[config.mk]
export PLATFORM = sky130hd
export DESIGN_NAME = trig_cnt
export DESIGN_NICKNAME = d
export VERILOG_FILES = /design/src/rtl/trig_cnt_pkg.sv /design/src/rtl/trig_edge_sync.sv /design/src/rtl/trig_cnt_ctrl.sv /design/src/rtl/trig_cnt_dp.sv /design/src/rtl/trig_cnt.sv
export SDC_FILE = /design/constraint.sdc
export NUM_CORES = 1
export LEC_CHECK = 0
export BUFFER_PORTS_ARGS = -buffer_cell sky130_fd_sc_hd__buf_2
export CORE_ASPECT_RATIO = 1.75
export CORE_UTILIZATION = 25
export DETAILED_ROUTE_END_ITERATION = 6
export REMOVE_ABC_BUFFERS = 1
export SYNTH_ARGS = -nofsm -noshare
export SYNTH_HDL_FRONTEND = slang
export SYNTH_SLANG_ARGS = --single-unit
[constraint.sdc]
create_clock -name clk -period 2.49 [get_ports clk]
set_input_delay 0.747 -clock clk [delete_from_list [all_inputs] [get_ports clk]]
set_output_delay 0.747 -clock clk [all_outputs]
set_load 0.02 [all_outputs]
[src/rtl/trig_cnt_pkg.sv]
package trig_cnt_pkg;

  localparam logic [2:0] MODE_FREE  = 3'd0;
  localparam logic [2:0] MODE_GATE  = 3'd5;
  localparam logic [2:0] MODE_START = 3'd6;

  // strobes from control to datapath
  typedef struct packed {
    logic load;
    logic advance;
    logic countUp;
  } cntStrb_t;

endpackage

[src/rtl/trig_edge_sync.sv]
module trig_edge_sync #(
  parameter int STAGES = 2
) (
  input  logic clk,
  input  logic rst,
  input  logic trigRaw,
  output logic trigLevel,
  output logic trigRise
);

  logic [STAGES-1:0] syncChain;
  logic              levelLast;

  generate
    genvar g;
    for (g = 0; g < STAGES; g++) begin : gStage
      if (g == 0) begin : gFirst
        always_ff @(posedge clk) begin
          if (rst) syncChain[0] <= 1'b0;
          else     syncChain[0] <= trigRaw;
        end
      end else begin : gNext
        always_ff @(posedge clk) begin
          if (rst) syncChain[g] <= 1'b0;
          else     syncChain[g] <= syncChain[g-1];
        end
      end
    end
  endgenerate

  always_ff @(posedge clk) begin
    if (rst) levelLast <= 1'b0;
    else     levelLast <= syncChain[STAGES-1];
  end

  assign trigLevel = syncChain[STAGES-1];
  assign trigRise  = syncChain[STAGES-1] & ~levelLast;

  AST_RISE_SINGLE: assert property (@(posedge clk) disable iff (rst)
    trigRise |=> !trigRise) else $error("rise lasted two cycles");
  AST_RISE_FOLLOWS_RAW: assert property (@(posedge clk) disable iff (rst)
    $rose(syncChain[0]) |=> trigRise) else $error("edge lost in sync");

endmodule

[src/rtl/trig_cnt_ctrl.sv]
module trig_cnt_ctrl
  import trig_cnt_pkg::*;
(
  input  logic       clk,
  input  logic       rst,
  input  logic       trigLevel,
  input  logic       trigRise,
  input  logic [2:0] modeIn,
  input  logic       modeWr,
  input  logic       dirUp,
  input  logic       loadStb,
  output cntStrb_t   strb,
  output logic       running
);

  logic [2:0] modeQ;
  logic       startLatch;
  logic       mayAdvance;

  always_ff @(posedge clk) begin
    if (rst) begin
      modeQ      <= MODE_FREE;
      startLatch <= 1'b0;
    end else if (modeWr) begin
      modeQ      <= modeIn;
      startLatch <= 1'b0;
    end else if (modeQ == MODE_START && trigRise) begin
      startLatch <= 1'b1;
    end
  end

  always_comb begin
    case (modeQ)
      MODE_FREE:  mayAdvance = 1'b1;
      MODE_GATE:  mayAdvance = trigLevel;
      MODE_START: mayAdvance = startLatch;
      default:    mayAdvance = 1'b0;
    endcase
  end

  assign strb.load    = loadStb;
  assign strb.advance = mayAdvance;
  assign strb.countUp = dirUp;
  assign running      = mayAdvance;

  AST_WRITE_CLEARS: assert property (@(posedge clk) disable iff (rst)
    modeWr |=> !startLatch) else $error("latch survived mode write");
  AST_IDLE_CODES: assert property (@(posedge clk) disable iff (rst)
    (modeQ != MODE_FREE && modeQ != MODE_GATE && modeQ != MODE_START) |-> !running)
    else $error("unused code counts");
  AST_FREE_RUNS: assert property (@(posedge clk) disable iff (rst)
    (modeQ == MODE_FREE) |-> running) else $error("free mode stalled");
  AST_GATE_LEVEL: assert property (@(posedge clk) disable iff (rst)
    (modeQ == MODE_GATE) |-> (running == trigLevel)) else $error("gate mismatch");
  AST_LATCH_STICKS: assert property (@(posedge clk) disable iff (rst)
    (startLatch && !modeWr) |=> startLatch) else $error("latch dropped");

endmodule

[src/rtl/trig_cnt_dp.sv]
module trig_cnt_dp
  import trig_cnt_pkg::*;
#(
  parameter int CNT_W = 16
) (
  input  logic             clk,
  input  logic             rst,
  input  cntStrb_t         strb,
  input  logic [CNT_W-1:0] presetVal,
  input  logic [CNT_W-1:0] reloadLim,
  output logic [CNT_W-1:0] count
);

  localparam logic [CNT_W-1:0] ONE = CNT_W'(1);

  logic [CNT_W-1:0] stepUp;
  logic [CNT_W-1:0] stepDown;
  logic [CNT_W-1:0] countNext;

  always_comb begin
    stepUp   = (count == reloadLim) ? '0 : count + ONE;
    stepDown = (count == '0) ? reloadLim : count - ONE;
    if (strb.load)         countNext = presetVal;
    else if (strb.advance) countNext = strb.countUp ? stepUp : stepDown;
    else                   countNext = count;
  end

  always_ff @(posedge clk) begin
    if (rst) count <= '0;
    else     count <= countNext;
  end

  AST_LOAD_WINS: assert property (@(posedge clk) disable iff (rst)
    strb.load |=> count == $past(presetVal)) else $error("load lost");
  AST_HOLD_IDLE: assert property (@(posedge clk) disable iff (rst)
    (!strb.load && !strb.advance) |=> $stable(count)) else $error("count drifted");
  AST_WRAP_UP: assert property (@(posedge clk) disable iff (rst)
    (!strb.load && strb.advance && strb.countUp && count == reloadLim) |=> count == '0)
    else $error("up wrap wrong");
  AST_WRAP_DOWN: assert property (@(posedge clk) disable iff (rst)
    (!strb.load && strb.advance && !strb.countUp && count == '0 && $stable(reloadLim))
    |=> count == $past(reloadLim)) else $error("down wrap wrong");

endmodule

[src/rtl/trig_cnt.sv]
module trig_cnt
  import trig_cnt_pkg::*;
#(
  parameter int CNT_W     = 16,
  parameter int SYNC_DEPTH = 2
) (
  input  logic             clk,
  input  logic             rst,
  input  logic             trigIn,
  input  logic [2:0]       modeIn,
  input  logic             modeWr,
  input  logic             dirUp,
  input  logic [CNT_W-1:0] presetVal,
  input  logic             loadStb,
  input  logic [CNT_W-1:0] reloadLim,
  output logic [CNT_W-1:0] count,
  output logic             running
);

  logic     trigLevel;
  logic     trigRise;
  cntStrb_t strb;

  trig_edge_sync #(.STAGES(SYNC_DEPTH)) u_sync (
    .clk      (clk),
    .rst      (rst),
    .trigRaw  (trigIn),
    .trigLevel(trigLevel),
    .trigRise (trigRise)
  );

  trig_cnt_ctrl u_ctrl (
    .clk      (clk),
    .rst      (rst),
    .trigLevel(trigLevel),
    .trigRise (trigRise),
    .modeIn   (modeIn),
    .modeWr   (modeWr),
    .dirUp    (dirUp),
    .loadStb  (loadStb),
    .strb     (strb),
    .running  (running)
  );

  trig_cnt_dp #(.CNT_W(CNT_W)) u_dp (
    .clk      (clk),
    .rst      (rst),
    .strb     (strb),
    .presetVal(presetVal),
    .reloadLim(reloadLim),
    .count    (count)
  );

  AST_RESET_ZERO: assert property (@(posedge clk)
    $past(rst) |-> (count == '0 && running)) else $error("reset state wrong");

endmodule

# Yosys cells after proc, flatten, opt, wreduce, memory -nomap -nowiden
# Index checks and enable logic that the tools add are counted.
# totals
reg_bits,23
latch_bits,0
ram_bits,0
romBits,0
in_bits,41
out_inout_bits,17
elab_cells,24
memories,0
# op_classes
addsub,2
mul,0
div,0
order_cmp,0
n_eq_ne,3
shift,0
n_mux,6
n_bitwise,2
reduce_logical,5
# ops
op,count
two-way mux 16 bit,5
"adder 16 x 1 -> 16 bit, second input constant",1
equality test 16 bit,1
zero test 16 bit,1
"subtractor 16 x 1 -> 16 bit, second input constant",1
"equality test 3 bit, second input constant",2
zero test 3 bit,1
one-hot mux 1 bit (3 select lines),1
nonzero test 2 bit,1
OR reduction 2 bit,1
AND 1 bit,1
logical AND 1 bit,1
NOT 1 bit,1

# Longest topological paths before layout
# Gate-level depths: netlist of the first run.
# depth
depth_word,5
ltp_mapped,9
depth_no_buf,8

# Cells and area by module
# A second synthesis of the first run with hierarchy kept.
# unflattened
hier_cells,298
hier_area_um2,2367.3
# by_module_without_submodules
module,instances,cells_per_inst,area_per_inst_um2,seq_area_each_um2
trig_cnt_dp,1,271,2088.3,320.3
trig_cnt_ctrl,1,20,191.4,80.1
trig_edge_sync,1,7,87.6,60.1

# Worst setup path before layout of the first run
# OpenSTA, ideal clock, no wires.
# synth_path
path_kind,input to register
from,in reloadLim[9]
to,reg u_dp.count[12]
setup_time_ps,132
arrival_time_ps,2057
required_ps,2358
slack_ps,301
stages,7
n_path_buf,1
cell_sequence,xnor2_1 -> nand4_1 -> nor4_1 -> nor2b_1 -> clkbuf_1 -> a2111oi_0 -> nor3_1
# synth_between
elab_chain_len,5
# synth_rtl
item,line,rtl
from (decl),trig_cnt.sv:15,"input logic [CNT_W-1:0] reloadLim,"
equality test 16 bit,trig_cnt_dp.sv:21,stepUp = (count == reloadLim) ? '0 : count + ONE;
two-way mux 16 bit,trig_cnt_dp.sv:21,
two-way mux 16 bit (2 in series),trig_cnt_dp.sv:24,else if (strb.advance) countNext = strb.countUp ? stepUp : stepDown;
two-way mux 16 bit,trig_cnt_dp.sv:23,if (strb.load) countNext = presetVal;
to (signal assigned),trig_cnt_dp.sv:30,else count <= countNext;
to (decl),trig_cnt_dp.sv:11,output logic [CNT_W-1:0] count
# No other way between the ends. The select of a mux whose other input is x is not followed.
# A chain may end at the register's enable or synchronous reset.

# Worst setup path in the final report of the first run
# layout_path
from,in reloadLim[6]
to,reg u_dp.count[12]
# Same word-level chain as after synthesis.

==> results of run 1 <==
registers in the layout, summed over array words and instances, names as in the netlist:
name,flops
u_dp.count,16
u_ctrl.modeQ,3
u_ctrl.startLatch,1
u_sync.levelLast,1
u_sync.syncChain,1
u_sync.trigLevel,1
power by group through the flow:
stage               sequential [mW]  clock (mW)  combinational, mW
finish                        0.452       0.380              0.607
detailed placement            0.460           0              0.602
global route                  0.457       0.391              0.660
global placement              0.457           0              0.598
CTS                           0.451       0.383              0.605
floorplan                     0.513           0              0.289
synthesized netlist by cell type (3+ instances only):
| cell | instances | area [sq um] |
|---|---|---|
| a221oi_1 | 7 | 61.3 |
| nand2_1 | 13 | 48.8 |
| or3_1 | 6 | 37.5 |
| nand3_1 | 10 | 50.1 |
| mux2i_1 | 3 | 30.0 |
| clkbuf_1 | 14 | 52.6 |
| xor2_1 | 8 | 70.1 |
| xnor2_1 | 26 | 228 |
| a211o_1 | 4 | 35.0 |
| o221ai_1 | 3 | 26.3 |
| nor2_1 | 41 | 154 |
| nor3_1 | 14 | 70.1 |
| dfxtp_1 | 23 | 460 |
| a211oi_1 | 5 | 37.5 |
| buf_2 | 8 | 40.0 |
| a31oi_1 | 3 | 18.8 |
| ha_1 | 3 | 37.5 |
| a2111oi_0 | 4 | 35.0 |
| nand4_1 | 8 | 50.1 |
| a22oi_1 | 3 | 22.5 |
| nor4_1 | 3 | 18.8 |
| inv_1 | 11 | 41.3 |
| nor2b_1 | 4 | 25.0 |
| o21ai_0 | 17 | 85.1 |
cell families after synthesis:
group / share of synthesized area
flops: 0.217
mux: 0.0194
xor+xnor: 0.140
compound gates: 0.242
fa+ha+maj: 0.0177
simple gates: 0.290
buf+inv: 0.0736
layout make-up:
type                    instances  area (sq um)  share of cell area
multi-input cells             224          1510               0.558
clock buffers                   3          75.1              0.0277
inverters                      11          41.3              0.0152
flip-flops and latches         23           460               0.170
clock inverters                 1          5.00             0.00185
well taps                      92           115              0.0424
repair buffers                 86           503               0.185
metal layers:
layer  vias to the layer above  share of wire
met1                      1094           0.38
met3                        19          0.046
met4                         0          0.045
li1                       1168              -
met5                         -              0
met2                        87           0.53
worst min-delay path by stage:
stage / depth (start not counted) / from / slack (ns) / end
after floorplan: 1 / u_sync.syncChain[0] / 0.41 / u_sync.trigLevel
after global placement: 1 / u_sync.syncChain[0] / 0.44 / u_sync.trigLevel
after detailed placement: 1 / u_sync.syncChain[0] / 0.43 / u_sync.trigLevel
after CTS: 1 / u_sync.syncChain[0] / 0.45 / u_sync.trigLevel
after global routing: 1 / u_sync.syncChain[0] / 0.46 / u_sync.trigLevel
final: 1 / u_sync.syncChain[0] / 0.45 / u_sync.trigLevel
worst max-delay path: cells and delay by family:
family	cells	cell delay [ns]
buf+inv	1	0.11
simple gates	4	1.00
compound gates	1	0.43
xor+xnor	1	0.23
==> metrics.txt, run 1 <==
Arrival @ worst endpoint=2.51 ns; placed inst area=2630 sq um; Leak=1.10 nW; clock power share=0.264; Setup crit start kind=primary input; Max Slew Vio Count=0; Crit Path Max Fanout=9; CTS Sinks=23; Fin Clk Skew=0.00434 ns; placed cell count=436; H-tree levels=1; synthesized instance count=283; worst-case clock buffer depth=2; switch share=0.390; asr flop ratio synth=0; setup ws final=0.128 ns; leading cell type in the layout, fill and taps excluded=buf_2; Layout area overhead=27.7%; Internal=0.878 mW; CTS root buffer=clkbuf_16; CP Class=in2reg; R2R Setup Slk=0.17 ns; number of iterations in the first detailed-routing pass=4; drt via density=5.38; reg2reg end=u_dp.count[12]; Die Area=8890 sq um; post_cts resized=0; Pwr Total=1.44 mW; Die X=71.7 um; Synth Cell Area=2120 sq um; CP Cell Sequence=buf_2 -> xnor2_1 -> nand4_1 -> nor4_1 -> nor2b_1 -> a2111oi_0 -> nor3_1; post-placement setup slack=-0.110 ns; pin count of the biggest net entering global routing=21; r2r startpoint=u_dp.count[7]; Rows=44; Syn Area/Cell=7.51 sq um; sequential power share=0.314; Rel. slew slack=0.474; Skew-Pair Late Insertion Delay=0.27 ns; layout cells sized above 1=0.287; Tot GR Track Use=0.174; busiest grt layer=met2; vias in the first global route=2287; Max Cap Viol=0; slowest stage delay, CP=0.43 ns; Max Fclk=0.423 GHz; Final Hold Fails=0; WL/cell=17.6 um; I/O pins=58; die height=124 um; antenna-violating nets left=0; Final Cycle Share=0.948; Antenna diodes=0; Final Non-Filler Cells=440; met1 Use GR=0.193; Logic pwr share=0.422; Port Buf Inserts=57; cts hold-fix bufs=0; outcome=completed; P per Cell Area=530 nW/um^2; initial antenna violation count=0; VDD IR max=0.000222 V; commonest non-fill, non-tap cells in the layout=57 x buf_2, 41 x nor2_1, 29 x buf_4; #FFs+latches synth=23; most used flip-flop cell after synthesis=dfxtp_1; Cell variety after synth=53; core area=8260 sq um; DRC viols=0; CP startpoint=reloadLim[6]; initial core utilization=0.257; Slew @ Worst Pin=0.787 ns; Psw=0.560 mW; Util after Layout=0.328; HP Class=reg2reg; Worst Setup End Kind=register; reg2reg path depth=6; final setup fails=0; register area share after synthesis=0.217; critical path's slowest cell=nor4_1; yosys warns=0; grt met2 use=0.311; nets=393; RSZ-0062 raised after global routing=no; critical path required time=2.64 ns; Tmin final=2.36 ns; global-route wire length before repair=11700 um; hpwl dp=6140 um; met3 Track Usage GR=0.0227; worst hold slack=0.449 ns; CP Capture Point=u_dp.count[12]; DR vias=2368; Overflow after GRT=0; initial DRC count=108; CTS tree=done; final wirelength=7740 um; setup TNS=0 ns; clock-pin slew on the worst setup and hold paths=0.07 ns; post-route cell area=2710 sq um; GPL Wtd Cong=0.928; number of setup buffers added after CTS=0; Fillers=914; Post-synth EDFFs=0; CTS Buf Count=3
Power figures use the tool's default switching activity.
==> run 2, diff against run 1 <==
Settings changed: SYNTH_HIERARCHICAL set to 1.
Clock period 2.49 ns to 2.9 ns, I/O delays scaled along.
==> run 2 against run 1 <==
Effect of this change:
- wire length fell by 1.2%
- first-iteration DRC count rose by 10%
- combinational power down 12%
- design area up 3.0%
- non-clock buffer count shrank 15
- critical path type unchanged
- worst hold slack lost 0.0094 ns
- count of clock-buffer cells in the layout unchanged
- setup slack gained 0.40 ns
- largest cell class unchanged
- synthesized cell count rose by 5.3%
- flip-flop and latch count is the same
- power fell by 13%
==> metrics.txt, run 2 <==
Endpoint, Worst Hold=u_sync/trigLevel; RSZ-0062 raised after global routing=no; Final Non-Filler Cells=459 (+4.3%); VDD IR max=0.000208 V (-6.1%); Most flops, register=u_dp/count; CTS root buffer=clkbuf_16; synthesized instance count=298 (+5.3%); drt via density=5.16 (-4.2%); CTS Buf Count=3 (unchanged); met2 WL post-DR=3980 um (-2.2%); final wirelength=7650 um (-1.2%); Port Buf Inserts=57 (unchanged); top cells by area, synth=dfxtp_1 19%, xor2_1 8.9%, nor2_1 7.5%; die height=131 um (+5.5%); DRC viols=0 (unchanged); Cell variety after synth=53 (unchanged); global-route wire length before repair=11900 um (+1.9%); Antenna diodes=0 (unchanged); number of setup buffers added after CTS=0 (unchanged); Syn Area/Cell=7.94 sq um (+5.8%); top sig layer=met4; final setup fails=0 (unchanged); most used flip-flop cell after synthesis=dfxtp_1; simple-gate share of the synthesized area=0.289 (-0.00123); core area=9150 sq um (+11%); largest family of logic cells by synthesized area=simple AND/OR/NAND/NOR gates; antenna-violating nets left=0 (unchanged); worst-case clock buffer depth=2 (unchanged); Synth Area in Adders=0.0159 (-0.00181); worst hold slack=0.440 ns (-0.00937 ns); Rel. slew slack=0.589 (+0.115); r2r startpoint=u_dp/count[3]; WL met1=3050 um (+2.8%); placed cell count=455 (+4.4%); most frequent cell after synthesis=nor2_1; CP Cell Sequence=buf_2 -> xor2_1 -> nor4_1 -> nand4_1 -> and2_1 -> a221oi_1 -> a211oi_1; R2R Setup Slk=0.60 ns (+0.43 ns); Psw=0.496 mW (-12%); sequential power share=0.317 (+0.003); WL/cell=16.7 um (-5.3%); CTS Sinks=23 (unchanged); Layout area overhead=18.0%; Tot GR Track Use=0.163 (-0.0110); critical path's slowest cell=nor4_1; layout cells sized above 1=0.289 (+0.00173); Final Cycle Share=0.818; clock power share=0.258 (-0.006); #FFs+latches synth=23 (unchanged); commonest non-fill, non-tap cells in the layout=57 x buf_2, 47 x nor2_1, 26 x a21oi_1; CP Class=in2reg; Regs by FF count=u_dp/count x16, u_ctrl/modeQ x3; CTS tree=done; post-synthesis mux area share=0.0296 (+0.0102); post-placement setup slack=0.229 ns (+0.339 ns); hpwl dp=5730 um (-6.6%); Synth Area in Compound Gates=0.237 (-0.00473); Tmin final=2.37 ns; Fillers=1004 (+9.8%); Fin Clk Skew=0.00515 ns (+0.000816 ns); Die Area=9880 sq um (+11%); initial DRC count=119 (+10%); Max Fclk=0.421 GHz; reg2reg end=u_dp/count[14]; number of iterations in the first detailed-routing pass=4 (unchanged); Synth Cell Area=2370 sq um (+11%); Post-synth EDFFs=0 (unchanged); Max Slew Vio Count=0 (unchanged); Die X=75.6 um (+5.4%); reg2reg path depth=6 (unchanged); DR vias=2367 (-0.042%); Internal=0.758 mW (-14%); Arrival @ worst endpoint=2.50 ns (about the same); cts hold-fix bufs=0 (unchanged); synth cell count leaders=47 x nor2_1, 26 x a21oi_1, 24 x xor2_1; slowest stage delay, CP=0.42 ns (about the same); setup TNS=0 ns (unchanged); Logic pwr share=0.425 (+0.003); pin count of the biggest net entering global routing=27 (+29%); setup ws final=0.527 ns (+0.399 ns); P per Cell Area=449 nW/um^2 (-15%); post_cts resized=0 (unchanged); register area share after synthesis=0.195 (-0.0222); Setup crit start kind=primary input; H-tree levels=1 (unchanged); outcome=completed; critical path required time=3.03 ns (+0.39 ns); met3 wire len=310 um (-13%); clock-pin slew on the worst setup and hold paths=0.07 ns (about the same); yosys warns=6 (+6); nets=384 (-2.3%); Worst Setup End Kind=register; asr flop ratio synth=0 (unchanged); Crit Path Max Fanout=10 (+1); HP Class=reg2reg; Max Cap Viol=0 (unchanged); Hold Crit Depth=1 (unchanged); initial core utilization=0.259 (+0.00141); Skew-Pair Late Insertion Delay=0.27 ns (about the same); initial antenna violation count=0 (unchanged); Final Hold Fails=0 (unchanged); GPL Wtd Cong=0.955 (+3.0%); max reg flops=16 (unchanged); switch share=0.395 (+0.00575); largest area contributor in the netlist=dfxtp_1; Rows=46 (+4.5%); Overflow after GRT=0 (unchanged); I/O pins=58 (unchanged); leading cell type in the layout, fill and taps excluded=buf_2; share of the synthesized area in the top cell type=0.195 (-0.0222); Slew @ Worst Pin=0.616 ns (-0.171 ns); vias in the first global route=2320 (+1.4%); critical hold path startpoint=u_sync/syncChain[0]; xor and xnor area share after synthesis=0.141 (+0.000427); Leak=1.17 nW (+6.0%)
-- run 2: changes by cell type after synthesis, sizes merged, moves of 6 or more --
cell and delta:
o21ai -16, a21oi +24, a2111oi -8, xor2 +16, nor2 +6, nor3 -6, a211oi +8, nor3b +7
xnor2 -12, buf +12
-- run 2: logic make-up after synthesis --
kind of cell / Yosys count
fa+ha+maj: 3
flops: 23
xor+xnor: 38
buf+inv: 40
simple gates: 115
compound gates: 72
mux: 7
-- run 2: worst max-delay path: cells and delay by family --
family          cells  cell delay (ns)
compound gates      2             0.41
simple gates        3             0.95
xor+xnor            1             0.14
buf+inv             1             0.13
-- run 2: power groups by stage --
stage / registers, mW / clock network [mW] / logic, mW
after floorplan: 0.441 / 0 / 0.304
after global routing: 0.404 / 0.343 / 0.580
after detailed placement: 0.405 / 0 / 0.533
after CTS: 0.398 / 0.331 / 0.536
final: 0.398 / 0.323 / 0.533
after global placement: 0.404 / 0 / 0.532
-- run 2: area by class of cell --
cell class	instances	area [sq um]	share of cell area
Timing Repair Buffer	71	390	0.140
Clock buffer	3	75.1	0.0269
Tap cell	120	150	0.0538
Multi-Input combinational cell	235	1690	0.604
Inverter	6	22.5	0.00806
Sequential cell	23	460	0.165
Clock inverter	1	7.51	0.00269
-- run 2: stage by stage --
| step | area [sq um] | power (mW) | utilization |
|---|---|---|---|
| 3_5_place_dp | 2710 | 0.939 | 0.296 |
| 4_1_cts | 2790 | 1.26 | 0.305 |
| 3_3_place_gp | 2710 | 0.936 | 0.296 |
| 2_1_floorplan | 2170 | 0.745 | - |
| 6_report | 2790 | 1.25 | 0.305 |
| 5_1_grt | 2790 | 1.33 | 0.305 |
-- run 2: routing by layer --
metal	vias to the layer above	GRT usage
met3	19	0.0230
met4	0	0.0991
met2	72	0.287
met1	1124	0.180
li1	1152	-
met5	-	0
-- run 2: worst max path at each step --
stage	end	from
after global routing	u_dp/count[14]	reloadLim[1]
after CTS	u_dp/count[14]	reloadLim[12]
after detailed placement	u_dp/count[14]	reloadLim[12]
final	u_dp/count[14]	reloadLim[12]
after global placement	u_dp/count[14]	reloadLim[12]
after floorplan	u_dp/count[14]	u_ctrl/modeQ[2]
==> run 3, diff against run 2 <==
Settings changed: ABC_AREA set to 1.
Clock period 2.9 ns to 2 ns, I/O delays scaled along.
==> run 3 against run 2 <==
Effect of this change:
- power increased by 54%
- final cell count increased by 48%
- core utilization increased by 0.58 points
==> metrics.txt, run 3 <==
Max Cap Viol=0 (unchanged); hpwl dp=7850 um (+37%); Tmin final=1.84 ns; HP Class=reg2reg; top cells by area, synth=nand2_1 21%, dfxtp_1 17%, nor2_1 8.3%; Antenna diodes=0 (unchanged); DR vias=3288 (+39%); most used flip-flop cell after synthesis=dfxtp_1; Slew @ Worst Pin=0.447 ns (-0.169 ns); Most flops, register=u_dp/count; Port Buf Inserts=57 (unchanged); Rows=50 (+8.7%); CTS tree=done; Crit Path Max Fanout=8 (-2); synthesized instance count=482 (+62%); Layout area overhead=20.9%; Worst Setup End Kind=register; Setup crit start kind=register; final wirelength=9510 um (+24%); CTS Buf Count=3 (unchanged); vias in the first global route=3165 (+36%); WL/cell=14.0 um (-16%); H-tree levels=1 (unchanged); final setup fails=0 (unchanged); I/O pins=58 (unchanged); leading cell type in the layout, fill and taps excluded=nand2_1; RSZ-0062 raised after global routing=no; outcome=completed; pin count of the biggest net entering global routing=21 (-22%); setup TNS=0 ns (unchanged); Post-synth EDFFs=0 (unchanged); nets=595 (+55%); Cell variety after synth=35 (-34%); initial DRC count=199 (+67%); Arrival @ worst endpoint=1.97 ns (-0.53 ns); share of the synthesized area in the top cell type=0.214 (+0.0196); CTS Sinks=23 (unchanged); Die X=81.3 um (+7.6%); register area share after synthesis=0.167 (-0.0272); Util after Layout=0.311 (+0.00583); core area=10700 sq um (+17%); most frequent cell after synthesis=nand2_1; DRC viols=0 (unchanged); Max Fclk=0.544 GHz; initial core utilization=0.257 (-0.00137); worst-case clock buffer depth=2 (unchanged); #FFs+latches synth=23 (unchanged); Skew-Pair Late Insertion Delay=0.26 ns (about the same); Tot GR Track Use=0.168 (+0.00461); commonest non-fill, non-tap cells in the layout=157 x nand2_1, 60 x nor2_1, 59 x inv_1; yosys warns=6 (unchanged); antenna-violating nets left=0 (unchanged); drt via density=4.84 (-6.2%); initial antenna violation count=0 (unchanged); Leak=1.81 nW (+55%); layout cells sized above 1=0.251 (-0.0382); Syn Area/Cell=5.71 sq um (-28%); Max Slew Vio Count=0 (unchanged); global-route wire length before repair=14900 um (+25%); CTS root buffer=clkbuf_16; largest area contributor in the netlist=nand2_1; GPL Wtd Cong=0.925 (-3.1%); Synth Cell Area=2750 sq um (+16%); max reg flops=16 (unchanged); P per Cell Area=582 nW/um^2 (+30%); Die Area=11500 sq um (+16%); clock-pin slew on the worst setup and hold paths=0.06 ns (about the same); number of iterations in the first detailed-routing pass=4 (unchanged); Rel. slew slack=0.702 (+0.113); synth cell count leaders=157 x nand2_1, 61 x nor2_1, 59 x inv_1; Overflow after GRT=0 (unchanged); critical path required time=2.13 ns (-0.90 ns); Final Hold Fails=0 (unchanged); CP Class=reg2reg; Regs by FF count=u_dp/count x16, u_ctrl/modeQ x3; cts hold-fix bufs=0 (unchanged); Fin Clk Skew=0.00138 ns (-0.00378 ns); VDD IR max=0.000429 V (+110%); asr flop ratio synth=0 (unchanged); die height=141 um (+7.7%); Final Cycle Share=0.919
## run 3: kinds of logic (layout without fill, tap and decap cells)
logic type	after synthesis	after routing	synth area share
AO/OA/AOI/OAI	56	56	0.117
flip-flops	23	23	0.167
AND/OR/NAND/NOR	307	307	0.528
adder cells (fa/ha/maj)	3	3	0.0136
buffers and inverters	86	154	0.152
XOR/XNOR	7	7	0.0223
## run 3: where the power goes
group	switching [mW]	internal, mW
Sequential	0.0680	0.496
Combinational	0.584	0.347
Clock	0.171	0.269
## run 3: layer usage
metal  global-route usage  part of all wire  up-vias
li1                     -                 -     1647
met1                0.172              0.37     1509
met2                0.318              0.54       96
met3               0.0110             0.037       36
met4                0.101             0.050        0
met5                    0                 0        -
## run 3: cell type report
type                    instances  area [sq um]
inverters                      63           236
repair buffers                 87           510
well taps                     130           163
flip-flops and latches         23           460
clock buffers                   3          75.1
clock inverters                 1          5.00
fillers                      1189          7370
multi-input cells             373          1880
## run 3: path summary, 6_finish.rpt
kind | depth (start not counted) | to | slack, ns | from
hold reg to reg | 2 | u_sync/trigLevel | 0.41 | u_sync/syncChain[0]
setup reg to reg | 10 | u_dp/count[15] | 0.16 | u_dp/count[8]
setup / recovery | 10 | u_dp/count[15] | 0.16 | u_dp/count[8]
hold / removal | 2 | u_sync/trigLevel | 0.41 | u_sync/syncChain[0]
## run 3: repair_timing
item,in CTS,in global routing
setup endpoints to repair,0,1
setup buffers,0,0
gates resized for setup,0,1
## run 3: per-stage QoR
step	power, mW	cell area (sq um)	instances	hold WS (ns)	setup slack, ns
floorplan	1.14	2570	459	0.388	0.0708
global placement	1.49	3240	676	0.401	0.0700
detailed placement	1.50	3240	676	0.409	0.0607
CTS	1.94	3320	680	0.419	0.161
global route	2.07	3330	680	0.430	0.00179
finish	1.94	3330	680	0.414	0.161
## run 3: critical path: stages (launching register included)
cell and delay, ns:
dfxtp_1 0.42, nor2_1 0.38, nand2_1 0.18, nor2_1 0.18
nand2_1 0.07, nand2_1 0.06, nand3_1 0.07, a21oi_1 0.17
nand2_1 0.07, nand2_1 0.06, a21oi_1 0.06
